## src/rtl/rename_stall_ctrl.sv

```systemverilog
module rename_stall_ctrl #(
  parameter int DEC_W  = 2,
  parameter int REN_W  = 2,
  parameter int FB_DLY = 1,
  parameter int SEQ_W  = 8,
  parameter int IFL_W  = 8,
  parameter int CNT_W  = 16
) (
  input  logic                   clk,
  input  logic                   rst_n,
  input  logic [DEC_W-1:0]       dec_vld,
  input  logic [DEC_W*SEQ_W-1:0] dec_seq,
  input  logic [DEC_W-1:0]       dec_ser,
  input  logic                   rob_full,
  input  logic                   iq_full,
  input  logic                   lsq_full,
  input  logic                   regs_empty,
  input  logic [IFL_W-1:0]       disp_cnt,
  input  logic                   sq_vld,
  input  logic [SEQ_W-1:0]       sq_seq,
  output logic [2:0]             status,
  output logic                   blk_dec,
  output logic                   unblk_dec,
  output logic [DEC_W-1:0]       sq_mark,
  output logic [REN_W-1:0]       ren_vld,
  output logic [REN_W*SEQ_W-1:0] ren_seq,
  output logic [REN_W-1:0]       ren_ser,
  output logic [IFL_W-1:0]       inflight,
  output logic [6*CNT_W-1:0]     state_cyc,
  output logic [4*CNT_W-1:0]     full_evts
);
  localparam int DEPTH = 2 * FB_DLY * DEC_W + REN_W;
  localparam int CW    = $clog2(DEPTH + 1);
  localparam int NST   = 6;
  localparam int NFULL = 4;

  typedef enum logic [2:0] {S_IDLE, S_RUN, S_BLK, S_UNB, S_SER, S_SQ} st_e;
  typedef struct packed {
    logic             ser;
    logic [SEQ_W-1:0] seq;
  } ent_t;

  st_e              st, st_n;
  ent_t             q   [DEPTH];
  ent_t             q_n [DEPTH];
  logic [CW-1:0]    cnt, cnt_n, npop, shift;
  logic             resume, resume_n, hold_vld, hold_vld_n, blk_n, unblk_n;
  logic [SEQ_W-1:0] hold_seq, hold_seq_n;
  logic [DEC_W-1:0] acc;
  logic [REN_W-1:0] take, emit_vld_n, emit_ser_n;
  logic [REN_W*SEQ_W-1:0] emit_seq_n;
  logic [IFL_W-1:0] nemit, ifl_n;
  logic [IFL_W:0]   ifl_sum;
  logic             stall, can_pop, ser_take, rel, ok;
  logic [NFULL-1:0] fulls, fulls_q;
  logic [CNT_W-1:0] scyc [NST];
  logic [CNT_W-1:0] fev  [NFULL];

  assign fulls   = {regs_empty, lsq_full, iq_full, rob_full};
  assign stall   = |fulls;
  assign status  = st;
  assign can_pop = !stall && !sq_vld && (st == S_IDLE || st == S_RUN || st == S_UNB);
  assign rel     = (st == S_SER) && hold_vld && !resume && (inflight == '0) && !stall && !sq_vld;

  for (genvar g = 0; g < DEC_W; g++) begin : g_dec
    assign sq_mark[g] = sq_vld && dec_vld[g] && (dec_seq[g*SEQ_W +: SEQ_W] > sq_seq);
    assign acc[g]     = dec_vld[g] && !sq_mark[g];
  end
  for (genvar g = 0; g < NST; g++) begin : g_scyc
    assign state_cyc[g*CNT_W +: CNT_W] = scyc[g];
  end
  for (genvar g = 0; g < NFULL; g++) begin : g_fev
    assign full_evts[g*CNT_W +: CNT_W] = fev[g];
  end

  always_comb begin
    ok = 1'b1;
    npop = '0;
    take = '0;
    for (int j = 0; j < REN_W; j++) begin
      if (can_pop && ok && CW'(j) < cnt && !q[j].ser) begin
        take[j] = 1'b1;
        npop = npop + CW'(1);
      end else begin
        ok = 1'b0;
      end
    end
    ser_take = can_pop && !hold_vld && (cnt != '0) && q[0].ser;
    shift = ser_take ? CW'(1) : npop;

    for (int e = 0; e < DEPTH; e++) begin
      q_n[e] = '0;
      for (int k = 0; k <= REN_W; k++)
        if (shift == CW'(k) && e + k < DEPTH) q_n[e] = q[(e + k) % DEPTH];
    end
    cnt_n = sq_vld ? '0 : cnt - shift;
    for (int i = 0; i < DEC_W; i++) begin
      if (acc[i] && cnt_n < CW'(DEPTH)) begin
        for (int e = 0; e < DEPTH; e++)
          if (CW'(e) == cnt_n) q_n[e] = '{ser: dec_ser[i], seq: dec_seq[i*SEQ_W +: SEQ_W]};
        cnt_n = cnt_n + CW'(1);
      end
    end

    emit_vld_n = '0;
    emit_ser_n = '0;
    emit_seq_n = '0;
    nemit = '0;
    for (int j = 0; j < REN_W; j++) begin
      if (take[j]) begin
        emit_vld_n[j] = 1'b1;
        emit_seq_n[j*SEQ_W +: SEQ_W] = q[j].seq;
        nemit = nemit + IFL_W'(1);
      end
    end
    if (rel) begin
      emit_vld_n[0] = 1'b1;
      emit_ser_n[0] = 1'b1;
      emit_seq_n[SEQ_W-1:0] = hold_seq;
      nemit = IFL_W'(1);
    end
    ifl_sum = {1'b0, inflight} + {1'b0, nemit};
    ifl_n = ({1'b0, disp_cnt} > ifl_sum) ? '0 : IFL_W'(ifl_sum - {1'b0, disp_cnt});
  end

  always_comb begin
    st_n = st;
    blk_n = blk_dec;
    unblk_n = 1'b0;
    resume_n = resume;
    hold_vld_n = hold_vld;
    hold_seq_n = hold_seq;
    if (ser_take) begin
      hold_vld_n = 1'b1;
      hold_seq_n = q[0].seq;
    end
    if (sq_vld) begin
      st_n = S_SQ;
      blk_n = 1'b0;
      if (st == S_SER && hold_vld && hold_seq <= sq_seq) begin
        resume_n = 1'b1;
      end else begin
        resume_n = 1'b0;
        hold_vld_n = 1'b0;
        unblk_n = (st == S_BLK) || (st == S_UNB) || (st == S_SER);
      end
    end else begin
      case (st)
        S_IDLE, S_RUN: begin
          if (stall && (cnt != '0 || |dec_vld)) begin
            st_n = S_BLK;
            blk_n = 1'b1;
          end else if (ser_take) begin
            st_n = S_SER;
            blk_n = 1'b1;
          end else begin
            st_n = (cnt_n == '0) ? S_IDLE : S_RUN;
          end
        end
        S_BLK: if (!stall) st_n = S_UNB;
        S_UNB: begin
          if (stall) begin
            st_n = S_BLK;
          end else if (ser_take) begin
            st_n = S_SER;
          end else if (cnt_n == '0) begin
            st_n = S_RUN;
            blk_n = 1'b0;
            unblk_n = 1'b1;
          end
        end
        S_SER: begin
          if (resume) begin
            blk_n = 1'b1;
            resume_n = 1'b0;
          end else if (rel) begin
            hold_vld_n = 1'b0;
            st_n = S_UNB;
          end
        end
        S_SQ: st_n = resume ? S_SER : S_RUN;
        default: st_n = S_IDLE;
      endcase
    end
  end

  always_ff @(posedge clk) begin
    if (!rst_n) begin
      st <= S_IDLE;
      cnt <= '0;
      for (int e = 0; e < DEPTH; e++) q[e] <= '0;
      resume <= 1'b0;
      hold_vld <= 1'b0;
      hold_seq <= '0;
      blk_dec <= 1'b0;
      unblk_dec <= 1'b0;
      ren_vld <= '0;
      ren_seq <= '0;
      ren_ser <= '0;
      inflight <= '0;
      fulls_q <= '0;
      for (int k = 0; k < NST; k++) scyc[k] <= '0;
      for (int k = 0; k < NFULL; k++) fev[k] <= '0;
    end else begin
      st <= st_n;
      cnt <= cnt_n;
      for (int e = 0; e < DEPTH; e++) q[e] <= q_n[e];
      resume <= resume_n;
      hold_vld <= hold_vld_n;
      hold_seq <= hold_seq_n;
      blk_dec <= blk_n;
      unblk_dec <= unblk_n;
      ren_vld <= emit_vld_n;
      ren_seq <= emit_seq_n;
      ren_ser <= emit_ser_n;
      inflight <= ifl_n;
      fulls_q <= fulls;
      for (int k = 0; k < NST; k++)
        if (st == st_e'(k)) scyc[k] <= scyc[k] + CNT_W'(1);
      for (int k = 0; k < NFULL; k++)
        if (fulls[k] && !fulls_q[k]) fev[k] <= fev[k] + CNT_W'(1);
    end
  end
endmodule


```

## config.mk

```make
export PLATFORM = sky130hd
export DESIGN_NAME = rename_stall_ctrl
export DESIGN_NICKNAME = d
export VERILOG_FILES = /design/src/rtl/rename_stall_ctrl.sv
export SDC_FILE = /design/constraint.sdc
export NUM_CORES = 1
export LEC_CHECK = 0
export ABC_AREA = 1
export BUFFER_PORTS_ARGS = -buffer_cell sky130_fd_sc_hd__buf_4
export CAP_MARGIN = 20
export CORE_UTILIZATION = 50
export CTS_CLUSTER_DIAMETER = 50
export CTS_CLUSTER_SIZE = 20
export DETAILED_ROUTE_END_ITERATION = 12
export PLACE_DENSITY = 0.79
export SETUP_SLACK_MARGIN = 0.4
export SLEW_MARGIN = 0
export SYNTH_ARGS = -nofsm -noshare
export SYNTH_HDL_FRONTEND = slang
export SYNTH_SLANG_ARGS = --single-unit
```

## constraint.sdc

```tcl
create_clock -name clk -period 8.39 [get_ports clk]
set_input_delay 1.678 -clock clk [delete_from_list [all_inputs] [get_ports clk]]
set_output_delay 1.678 -clock clk [all_outputs]
set_load 0.01 [all_outputs]
```

* Yosys cells after proc, flatten, opt, wreduce, memory -nomap -nowiden
Memories as Yosys holds them, arrays and structs flattened.
Cells that the tools add are included.
** Cells by class
- Add/subtract/negate cells :: 17
- Multiplexer cells :: 128
- $lt $le $gt $ge :: 8
- Reduce and logical (&&, ||, !) cells :: 64
- Bitwise operators :: 17
- Equal/unequal tests :: 30
** Operator list (count)
- $mux W9 :: 33
- $add A16 B1 Y16 const B :: 10
- $mux W16 :: 10
- $mux W54 :: 2
- $mux W1 :: 62
- $mux W3 :: 14
- $mux W8 :: 4
- $logic_and A1 B1 Y1 :: 29
- $gt A8 B8 Y1 :: 2
- $or A1 B1 Y1 :: 16
- $logic_not A3 Y1 :: 5
- $pmux W3 S5 :: 1
- $eq A2 B3 Y1 const A :: 4
- $eq A3 B3 Y1 const A :: 4
- $logic_not A1 Y1 :: 12
- $ne A2 B2 Y1 const B :: 6
- $ne A3 B3 Y1 const B :: 4
- $add A8 B8 Y9 :: 1
- $eq A3 B2 Y1 const B :: 3
- $gt A8 B9 Y1 :: 1
- $add A8 B1 Y8 const B :: 1
- $le A8 B8 Y1 :: 1
- $logic_not A8 Y1 :: 1
- $reduce_and A4 Y1 :: 2
- 22 further kinds :: 36
** Word-level totals
- RAM bits :: 214
- Bits in registers :: 50
- Memories kept :: 3
- Output and inout bits :: 195
- Input bits :: 43
- Logic and storage cells :: 282
** Memory list
- scyc :: depth 6, bits a word 16, read ports 6, clocked after memory_dff 0, write ports 6, line 56 : logic [CNT_W-1:0] scyc [NST];
- fev :: depth 4, bits a word 16, read ports 4, clocked after memory_dff 0, write ports 4, line 57 : logic [CNT_W-1:0] fev [NFULL];
- q :: depth 6, bits a word 9, read ports 6, clocked after memory_dff 0, write ports 6, line 44 : ent_t q [DEPTH];

* Longest topological paths before layout
Gate-level depths: netlist of the first run.
- Depth after elaboration :: 26
- Mapped depth :: 31
- Depth with buffers taken out :: 30

* Least setup slack after synthesis of the first run
Ideal clock, no wire load.
- Kind :: input port to flip-flop
- Start :: input port iq_full
- End :: register blk_dec
- Buffers on the path :: 1
- Path slack :: 2.769 ns
- Library setup time :: 0.122 ns
- Cell stages on the path :: 29
- Arrival :: 5.499 ns
- Data required time :: 8.268 ns
- Cell sequence :: inv_1 > nand4_4 > clkinv_2 > nand4_4 > nor2_1 > inv_1 > nor2_1 > ha_1 > inv_1 > nand2_4 > ha_1 > inv_1 > fa_1 > inv_1 > nor2_1 > nor3_2 > buf_4 > inv_1 > ha_1 > inv_1 > nand3_2 > nand2_2 > inv_2 > ha_1 > nor2_1 > a21oi_1 > nand3_1 > o21ai_0 > a21oi_1
** Between the ends
- Longest elaborated chain between the ends :: 23
- Elaborated cells on any way between the ends :: 36
- Classes of those cells :: add/sub: 4; order compare: 2; eq/ne: 4; mux: 9; reduce/logical: 17
** RTL lines
- start: declaration :: line 15 : input logic iq_full,
- $reduce_or A4 Y1 * :: line 60 : assign stall = |fulls;
- $logic_not A1 Y1
- $logic_and A1 B1 Y1 (2 in series) :: line 62 : assign can_pop = !stall && !sq_vld && (st == S_IDLE || st == S_RUN || st == S_UNB);
- $logic_and A1 B1 Y1 (2 in series) :: line 81 : if (can_pop && ok && CW'(j) < cnt && !q[j].ser) begin
- $mux W1 :: line 81
- $logic_and A1 B1 Y1 (3 in series) :: line 81
- $mux W2 :: line 81
- $mux W3 :: line 89 : shift = ser_take ? CW'(1) : npop;
- [... 3 more ...]
- $logic_and A1 B1 Y1 :: line 98 : if (acc[i] && cnt_n < CW'(DEPTH)) begin
- $mux W3 :: line 98
- $lt A3 B3 Y1 :: line 98
- $logic_and A1 B1 Y1 :: line 98
- $mux W3 :: line 98
- $logic_not A3 Y1 :: line 166 : end else if (cnt_n == '0) begin
- $ne A2 B1 Y1 (no source line)
- $reduce_and A6 Y1 (no source line)
- end signal: assignment :: line 211 : blk_dec <= blk_n;
- end: declaration :: line 22 : output logic blk_dec,
Every way passes the cells marked *; elsewhere a longest branch is shown, timed or not.
A chain may end at the register's enable or synchronous reset.

* Worst setup path after layout of the first run
- Start :: input port iq_full
- End :: register st[0] (netlist: status[0])
** Between the ends
- Longest elaborated chain between the ends :: 26
- Elaborated cells on any way between the ends :: 42
- Classes of those cells :: add/sub: 4; order compare: 2; eq/ne: 3; mux: 14; reduce/logical: 19
** RTL lines
- $reduce_or A4 Y1 * :: line 60
- $logic_not A1 Y1
- $logic_and A1 B1 Y1 (2 in series) :: line 62
- $logic_and A1 B1 Y1 (2 in series) :: line 81
- $mux W1 :: line 81
- $logic_and A1 B1 Y1 (3 in series) :: line 81
- $mux W2 :: line 81
- $mux W3 :: line 89
- [... 6 more ...]
- $logic_and A1 B1 Y1 :: line 98
- $mux W3 :: line 98
- $logic_not A3 Y1 :: line 157, 166
- $mux W1 :: line 157 : st_n = (cnt_n == '0) ? S_IDLE : S_RUN;
- $mux W3 :: line 153 : end else if (ser_take) begin
- $mux W3 :: line 150 : if (stall && (cnt != '0 || |dec_vld)) begin
- $pmux W3 S5 :: line 148 : case (st)
- $mux W3 :: line 137 : if (sq_vld) begin
- end signal: assignment :: line 205 : st <= st_n;
- end: declaration :: line 43 : st_e st, st_n;
Marked as above.

==> impl_metrics.toml, run 1 <==
[synthesis]
ys.warnings.count = 0
synth_area_mm2 = 0.01483
avgSynthCellArea_um2 = 8.230
ys_ff_latch = 263
async_flop_share_pct = 0
ys_seq_area_share_pct = 46.30
synth_edf_count = 160
postSynthCellCount = 1802
synth_cell_type_count = 61
synthFlopType = "edfxtp_1"
synth_fp_nets = 1907

[drt]
viasPerCell = 5.455
totalWireLength_um = 38620
drtIter0Drc = 1102
dr.pass1.iters = 7
ant_nets = 0
post-route-drc-count = 0
num_vias = 13320
wl_per_cell_um = 15.81

[floorplan]
die_area_mm2 = 0.03035
io_pins = 238
core_area_mm2 = 0.02894
start_util_pct = 51.25
rows = 62
die_h_um = 174.2
die_w_um = 174.2

[cells_and_area]
final_cell_mix = "inv_1, nand2_1, buf_4"
syn_to_final_growth_pct = 21.11
fin_nets = 2139
n_fill_cell = 2474
final_layout_size_suffix_gt1_share_pct = 18.22
antenna_cells = 0
layout_commonest_cell = "inv_1"

[run]
cap_violations = 0

[worst_setup_path]
cp_max_fo = 12
arrival_ps = 6690
cp-end-kind = "flop"
critPathRequiredTime_ps = 8840
max_stage_delay_ps = 720
crit_path_top_delay_cell = "nor3_2"
crit_type = "primary input to flop"
r2r_slack_ps = 3180
crit_path_start_kind = "primary input"
crit_top_cell = "inv_1"

[min_path]
hold_path_class = "flop to flop"

[timing]
worst_pin_slew_ps = 961.8
fmax_mhz = 160.4
finalHoldViolCount = 0
timing.setup.tns_ps = 0
finalCritPeriodShare_pct = 74.29
max_slew_margin_pct = 35.34
skew_ps = 23.62
setup_violations = 0
rsz0062_at_grt = "false"
min_period_ps = 6233
drv_slew = 0

[clocking]
cts-root-buf = "clkbuf_16"
cts.sinks = 263
cts.path.max_buffers = 3
clk_latency_ps = 570
hold_buffers = 0
cts_max_level = 1
numCtsBuffers = 30
clkTransAtPathRegs_ps = 70
cts_tree = "built"
post_cts_buffers = 0
cts_resized = 0

[grt]
grt_pass1_vias = 12420
grt_first_pass_wirelength_um = 62030
overflow = 0
grt_usage_pct = 24.77
antenna_found_initial = 0
grt_max_degree = 67

[place]
dpl.hpwl_um = 28270
portBuffers = 236
gp_congestion = 0.9111

[pwr]
leakagePower_nw = 7.626
vdd_drop_max_v = 0.0001644
p_int_mw = 2.551
p_clk_share_pct = 41.4
comb_power_share_pct = 15.0
p_switching_mw = 1.001
powerDensity_mw_per_mm2 = 197.8
p_sw_share_pct = 28.18
power_mw = 3.552
p_seq_share_pct = 43.6

[run_status]
status = "complete, no violations"
final timing paths:
kind | start | endpoint | cells after the start
setup / recovery | iq_full | status[0] | 31
hold reg to reg | q[0][13] | ren_seq[12] | 2
setup reg to reg | status[0] | status[0] | 29
hold / removal | q[0][13] | ren_seq[12] | 2
routing by layer:
| metal | up-vias | part of all wire (%) | global-route usage, % |
|---|---|---|---|
| met5 | - | 0 | 0 |
| met4 | 0 | 2.7 | 7.675 |
| met3 | 68 | 8.1 | 4.134 |
| met2 | 523 | 47 | 41.52 |
| met1 | 6144 | 42 | 32.61 |
| li1 | 6587 | - | - |
power by group through the flow:
stage          clock (mW)  combinational, mW  sequential [mW]
2_1_floorplan           0              0.292             1.59
3_3_place_gp            0              0.513             1.57
3_5_place_dp            0              0.527             1.58
4_1_cts              1.49              0.530             1.55
5_1_grt              1.54              0.590             1.56
6_report             1.47              0.533             1.55
registers in the layout, summed over array words and instances, names as in the netlist, 2 cells and up:
| register | cells |
|---|---|
| inflight | 8 |
| q | 54 |
| scyc | 96 |
| cnt | 3 |
| ren_vld | 2 |
| hold_seq | 8 |
| fev | 64 |
| ren_seq | 16 |
| status | 3 |
| fulls_q | 4 |
cell usage after synthesis, drive strengths merged, types with 9 or more instances:
cell / instances / share of area, %
ha: 59 / 5.0
nand2: 266 / 7.2
inv: 288 / 7.3
buf: 27 / 1.5
nor3: 64 / 2.5
o21a: 12 / 0.61
nor3b: 17 / 0.93
o21ai: 169 / 5.7
a21oi: 164 / 5.6
nand3: 60 / 2.3
dfxtp: 103 / 14
a211oi: 12 / 0.74
nor2: 219 / 6.0
and3: 11 / 0.47
o22ai: 70 / 3.0
xor2: 9 / 0.53
a31oi: 11 / 0.46
nand4: 24 / 1.2
clkbuf: 14 / 0.37
or2: 9 / 0.38
edfxtp: 160 / 32
layout make-up:
cell class,instances,area [um2],share of cell area [%]
multi-input cells,1204,6583,36.65
inverters,294,1105,6.151
clock inverters,21,295.3,1.644
flip-flops and latches,263,6867,38.23
well taps,384,480.5,2.675
repair buffers,241,1809,10.07
clock buffers,35,822.0,4.577
critical path: cells and delay by family:
family          cells  cell delay, ps
simple gates       14            2270
fa+ha+maj           5            1400
buf+inv            11            1160
compound gates      1             180
stage by stage:
stage / instance area, um2 / instances / setup slack (ps) / hold slack [ps] / util [%]
3_5_place_dp: 16840 / 2386 / 1654 / 463.5 / 58.21
6_report: 17960 / 2442 / 2157 / 470.5 / 62.07
4_1_cts: 17960 / 2442 / 2220 / 474.4 / 62.07
3_3_place_gp: 16840 / 2386 / 1831 / 467.2 / 58.21
2_1_floorplan: 14830 / 1802 / 2769 / 432.1 / -
5_1_grt: 17960 / 2442 / 1688 / 509.3 / 62.07
cell families (layout without fill, tap and decap cells):
| kind of cell | count (synthesis) | after routing | synth area share [%] |
|---|---|---|---|
| other | 1 | 1 | 0.02529 |
| AND/OR/NAND/NOR | 677 | 677 | 21.40 |
| buffers and inverters | 335 | 591 | 9.314 |
| AO/OA/AOI/OAI | 452 | 452 | 16.87 |
| flip-flops | 263 | 263 | 46.30 |
| XOR/XNOR | 12 | 12 | 0.7087 |
| adder cells (fa/ha/maj) | 62 | 62 | 5.383 |
Note: power is estimated with default switching activity, not from simulation.
==> run 2: changes to the inputs <==
--- a/config.mk
+++ b/config.mk
@@ -12,7 +12,7 @@
 export CTS_CLUSTER_DIAMETER = 50
 export CTS_CLUSTER_SIZE = 20
 export DETAILED_ROUTE_END_ITERATION = 12
-export PLACE_DENSITY = 0.79
+export PLACE_DENSITY = 0.82
 export SETUP_SLACK_MARGIN = 0.4
 export SLEW_MARGIN = 0
 export SYNTH_ARGS = -nofsm -noshare
==> constraint.sdc (replaced) <==
create_clock -name clk -period 5.1 [get_ports clk]
set_input_delay 1.02 -clock clk [delete_from_list [all_inputs] [get_ports clk]]
set_output_delay 1.02 -clock clk [all_outputs]
set_load 0.01 [all_outputs]
==> run 2 against run 1 <==
Die area unchanged. Non-clock buffer count increased by 8. First-iteration DRC count is 3.2% lower. Critical endpoint is now status[1]. Largest cell class unchanged.
==> impl_metrics.toml, run 2 (synthesis gave the netlist of run 1 again) <==
[drt]
num_vias = 13470
totalWireLength_um = 39190
wl_per_cell_um = 15.98
viasPerCell = 5.493
ant_nets = 0
drtIter0Drc = 1067
post-route-drc-count = 0
dr.pass1.iters = 6

[cells_and_area]
regMostFlops = "scyc"
largest_reg_flops = 96
layout_commonest_cell = "inv_1"
final_layout_size_suffix_gt1_share_pct = 19.34
fin_util_pct = 62.16
syn_to_final_growth_pct = 21.29
n_fill_cell = 2440
final-seq-area_mm2 = 0.006867
final_cell_mix = "inv_1, nand2_1, buf_4"
antenna_cells = 0
fin_nets = 2148
top_regs = "scyc: 96 flops, fev: 64 flops, q: 54 flops"
multi_input_area_mm2 = 0.006631

[clocking]
cts_tree = "built"
hold_buffers = 0
cts_max_level = 1
clk_latency_ps = 570
clkTransAtPathRegs_ps = 60
cts.sinks = 263
numCtsBuffers = 31
cts-root-buf = "clkbuf_16"
cts.path.max_buffers = 3

[floorplan]
die_w_um = 174.2
core_area_mm2 = 0.02894
start_util_pct = 51.25
io_pins = 238
rows = 62
die_area_mm2 = 0.03035
die_h_um = 174.2

[timing]
fmax_mhz = 226.0
finalCritPeriodShare_pct = 86.76
finalHoldViolCount = 0
rsz0062_at_grt = "false"
setup_violations = 0
worst_pin_slew_ps = 727.1
timing.setup.tns_ps = 0
max_slew_margin_pct = 51.47
whs_ps = 464.9
drv_slew = 0
fin_ws_ps = 675.4
skew_ps = 11.15
min_period_ps = 4425

[place]
dpl.hpwl_um = 28540
dp_slack_ps = -59.96
portBuffers = 236
gp_congestion = 0.8833

[worst_setup_path]
timing.critical_path.buf_inv = 10
rr_startpoint = "status[0]"
crit_type = "primary input to flop"
cp_top_family = "adder cells"
crit_top_cell = "inv_2"
regToRegEndpoint = "status[1]"
cp-end-kind = "flop"
r2r_slack_ps = 940
reg2reg_depth = 28
crit_path_start_kind = "primary input"
arrival_ps = 4890
critPathRequiredTime_ps = 5570
crit_path_top_delay_cell = "fa_2"
cp_max_fo = 5
max_stage_delay_ps = 470

[run_status]
status = "complete, no violations"

[grt]
grt_pass1_vias = 12640
overflow = 0
grt_max_degree = 67
grt_usage_pct = 25.03
met3_usage_pct = 3.631
gr-usage-met1_pct = 32.63
grt.busiest_layer = "met2"
use_met2_pct = 42.07
antenna_found_initial = 0
grt_first_pass_wirelength_um = 62570

[min_path]
hold_end = "ren_seq[12]"
holdPathStages = 2
min_from = "q[0][13]"
hold_path_class = "flop to flop"

[pwr]
power_mw = 5.640
powerDensity_mw_per_mm2 = 313.5
leakagePower_nw = 7.622
vdd_drop_max_v = 0.0002443

[run]
cap_violations = 0
[run 2: cell types whose count changed in the layout (fill, tap and decap cells not counted), moves of 2 or more]
cell / delta
buf_4: +8
ha_4: +2
inv_6: +6
inv_2: +2
ha_1: -2
clkinv_4: +3
inv_1: -6
nand2_1: -2
bufinv_16: -5
nand2_2: +2
inv_8: +5
[run 2: timing repair]
action,4_1_cts,5_1_grt
endpoints found under the setup margin,0,11
setup buffers,0,0
gates resized for setup,0,4
[run 2: metal layers]
layer,up-vias,part of all wire (%)
met2,549,47
met3,97,8.1
met1,6200,41
li1,6623,-
met4,0,3.3
met5,-,0
[run 2: worst reg2reg max path, delay by kind of cell (launching register included)]
family / cells / cell delay (ps)
compound gates: 1 / 150
fa+ha+maj: 6 / 1610
buf+inv: 8 / 530
flops: 1 / 350
simple gates: 13 / 1430
[run 2: report_power, final]
part	internal (mW)	total [mW]	switching, mW
Combinational	0.346	0.891	0.545
Sequential	2.42	2.55	0.133
Clock	1.18	2.20	1.02
Total	3.94	5.64	1.70
[run 2: worst max-delay path by stage]
stage	end	from	slack, ps	cells after the start
floorplan	status[0]	iq_full	400	31
global placement	status[0]	lsq_full	90	30
detailed placement	status[0]	regs_empty	-60	30
CTS	status[0]	regs_empty	530	30
global route	status[0]	regs_empty	430	30
finish	status[1]	regs_empty	680	30
[run 2: through the flow]
stage	instances	instance area, um2
final	2452	17990
after global routing	2452	17990
after CTS	2452	17970
after detailed placement	2394	16950
after global placement	2394	16950
after floorplan	1802	14880
[run 2: layout make-up]
cell class / count / area share, %
Clock buffer: 33 / 4.354
Multi-Input combinational cell: 1204 / 36.87
Sequential cell: 263 / 38.17
Inverter: 294 / 6.219
Timing Repair Buffer: 249 / 10.39
Tap cell: 384 / 2.671
Clock inverter: 25 / 1.322
==> run 3: changes to the inputs <==
--- a/config.mk
+++ b/config.mk
@@ -12,6 +12,7 @@
 export CTS_CLUSTER_DIAMETER = 50
 export CTS_CLUSTER_SIZE = 20
 export DETAILED_ROUTE_END_ITERATION = 12
+export GPL_TIMING_DRIVEN = 0
 export PLACE_DENSITY = 0.82
 export SETUP_SLACK_MARGIN = 0.4
 export SLEW_MARGIN = 0
==> run 3 against run 2 <==
Clock skew rose by 11 ps. Core utilization rose by 1.3 points. Critical endpoint is now status[0]. Non-clock buffer count rose by 37. Largest power group unchanged. Final cell count rose by 1.5%. Total power rose by 2.9%.
==> impl_metrics.toml, run 3 (synthesis gave the netlist of run 1 again) <==
[drt]
top_layer_used = "met4"
totalWireLength_um = 40960
ant_nets = 0
num_vias = 13690
drtIter0Drc = 973
met1_length_um = 16350
viasPerCell = 5.500
wl_per_cell_um = 16.46
wl_met2_um = 19710
post-route-drc-count = 0
wl_met3_um = 3281
dr.pass1.iters = 5

[worst_setup_path]
crit_path_top_delay_cell = "fa_2"
crit_top_cell = "inv_2"
rr_startpoint = "status[0]"
timing.critical_path.buf_inv = 10
cp_max_fo = 4
critPathRequiredTime_ps = 5560
r2r_slack_ps = 920
cp-startpoint = "lsq_full"
cp-end-kind = "flop"
crit_path_start_kind = "primary input"
regToRegEndpoint = "status[0]"
reg2reg_depth = 28
max_stage_delay_ps = 490
crit_type = "primary input to flop"
cp_top_family = "adder cells"
arrival_ps = 4920

[pwr]
p_seq_share_pct = 43.9
p_clk_share_pct = 40.2
p_sw_share_pct = 29.35
comb_power_share_pct = 15.8
vdd_drop_max_v = 0.0002976
p_int_mw = 4.100
leakagePower_nw = 7.803
p_switching_mw = 1.703
powerDensity_mw_per_mm2 = 316.0

[cells_and_area]
stdcell_count = 2489
final-seq-area_mm2 = 0.006867
n_fill_cell = 2399
regMostFlops = "scyc"
top_regs = "scyc: 96 flops, fev: 64 flops, q: 54 flops"
syn_to_final_growth_pct = 23.86
fin_nets = 2185
final_cell_mix = "inv_1, nand2_1, buf_4"
multi_input_area_mm2 = 0.006666
antenna_cells = 0
layout_commonest_cell = "inv_1"
fin_util_pct = 63.48
final_layout_size_suffix_gt1_share_pct = 20.33
largest_reg_flops = 96

[floorplan]
core_area_mm2 = 0.02894
rows = 62
die_w_um = 174.2
die_h_um = 174.2
start_util_pct = 51.25
die_area_mm2 = 0.03035
io_pins = 238

[min_path]
hold_path_class = "flop to flop"
hold_end = "hold_seq[6]"
min_from = "hold_seq[6]"
holdPathStages = 2

[grt]
grt_first_pass_wirelength_um = 65380
antenna_found_initial = 0
grt_usage_pct = 26.28
grt_pass1_vias = 13010
overflow = 0
grt_max_degree = 17

[clocking]
cts-root-buf = "clkbuf_16"
clkTransAtPathRegs_ps = 70
hold_buffers = 0
cts.path.max_buffers = 3
cts_max_level = 1
clk_latency_ps = 570
numCtsBuffers = 31
cts_tree = "built"
cts.sinks = 263

[timing]
finalCritPeriodShare_pct = 87.45
setup_violations = 0
worst_pin_slew_ps = 845.2
whs_ps = 476.5
skew_ps = 21.87
max_slew_margin_pct = 43.65
min_period_ps = 4460
rsz0062_at_grt = "true"
finalHoldViolCount = 0
drv_slew = 0
fmax_mhz = 224.2

[place]
portBuffers = 236
gp_congestion = 0.9575
dp_cells = 2426
dpl.hpwl_um = 30600

[run_status]
status = "complete, no violations"

[run]
cap_violations = 0
run 3: changes by cell type in the layout (fill, tap and decap cells not counted), sizes merged:
cell and delta:
clkinvlp +1, buf +23, bufinv +2, clkbuf +15, inv -8, clkinv +4
run 3: worst max-delay path by stage:
| stage | endpoint | slack (ps) | cells past startpoint |
|---|---|---|---|
| after floorplan | status[0] | 400 | 31 |
| after global placement | inflight[7] | -480 | 25 |
| after detailed placement | inflight[7] | -600 | 25 |
| after CTS | status[0] | 400 | 30 |
| after global routing | status[0] | 390 | 30 |
| final | status[0] | 640 | 30 |
run 3: worst register-to-register path, delay by kind of cell, from the launching register on:
| kind | cells | cell delay, ps |
|---|---|---|
| DFF | 1 | 350 |
| and+or+nand+nor | 13 | 1520 |
| AOI/OAI and AO/OA | 1 | 140 |
| adders and majority gates | 6 | 1600 |
| buffers and inverters | 8 | 490 |
run 3: final cells by class:
cell class / count / share of cell area [%]
Sequential cell: 263 / 37.38
Multi-Input combinational cell: 1204 / 36.29
Buffer: 41 / 1.526
Clock inverter: 24 / 1.499
Tap cell: 384 / 2.616
Timing Repair Buffer: 245 / 10.07
Clock buffer: 34 / 4.509
Inverter: 294 / 6.103
run 3: per-layer routing:
metal  global-route usage, %  up-vias
li1                        -     6708
met1                   33.56     6315
met2                   44.77      557
met3                   3.368      110
met4                   10.96        0
met5                       0        -
run 3: what timing repair did:
| action | 4_1_cts | 5_1_grt |
|---|---|---|
| gates cloned | 0 | 0 |
| gates resized for setup | 7 | 4 |
| setup buffers | 0 | 5 |
| endpoints found under the setup margin | 18 | 19 |
| pin swaps | 1 | 5 |
run 3: metrics by stage:
stage / total power [mW] / cell area (um2) / setup slack, ps / setup TNS (ps)
2_1_floorplan: 3.098 / 14880 / 400.4 / 0
3_3_place_gp: 3.450 / 17130 / -478.6 / -5016
3_5_place_dp: 3.485 / 17170 / -602.2 / -7899
4_1_cts: 5.820 / 18310 / 400.4 / 0
5_1_grt: 6.039 / 18370 / 391.3 / 0
6_report: 5.804 / 18370 / 640.2 / 0
run 3: power by group through the flow:
| stage | clock network (mW) | registers (mW) | logic, mW |
|---|---|---|---|
| finish | 2.34 | 2.55 | 0.919 |
| floorplan | 0 | 2.61 | 0.484 |
| CTS | 2.37 | 2.55 | 0.905 |
| detailed placement | 0 | 2.59 | 0.893 |
| global route | 2.46 | 2.57 | 1.01 |
| global placement | 0 | 2.58 | 0.866 |
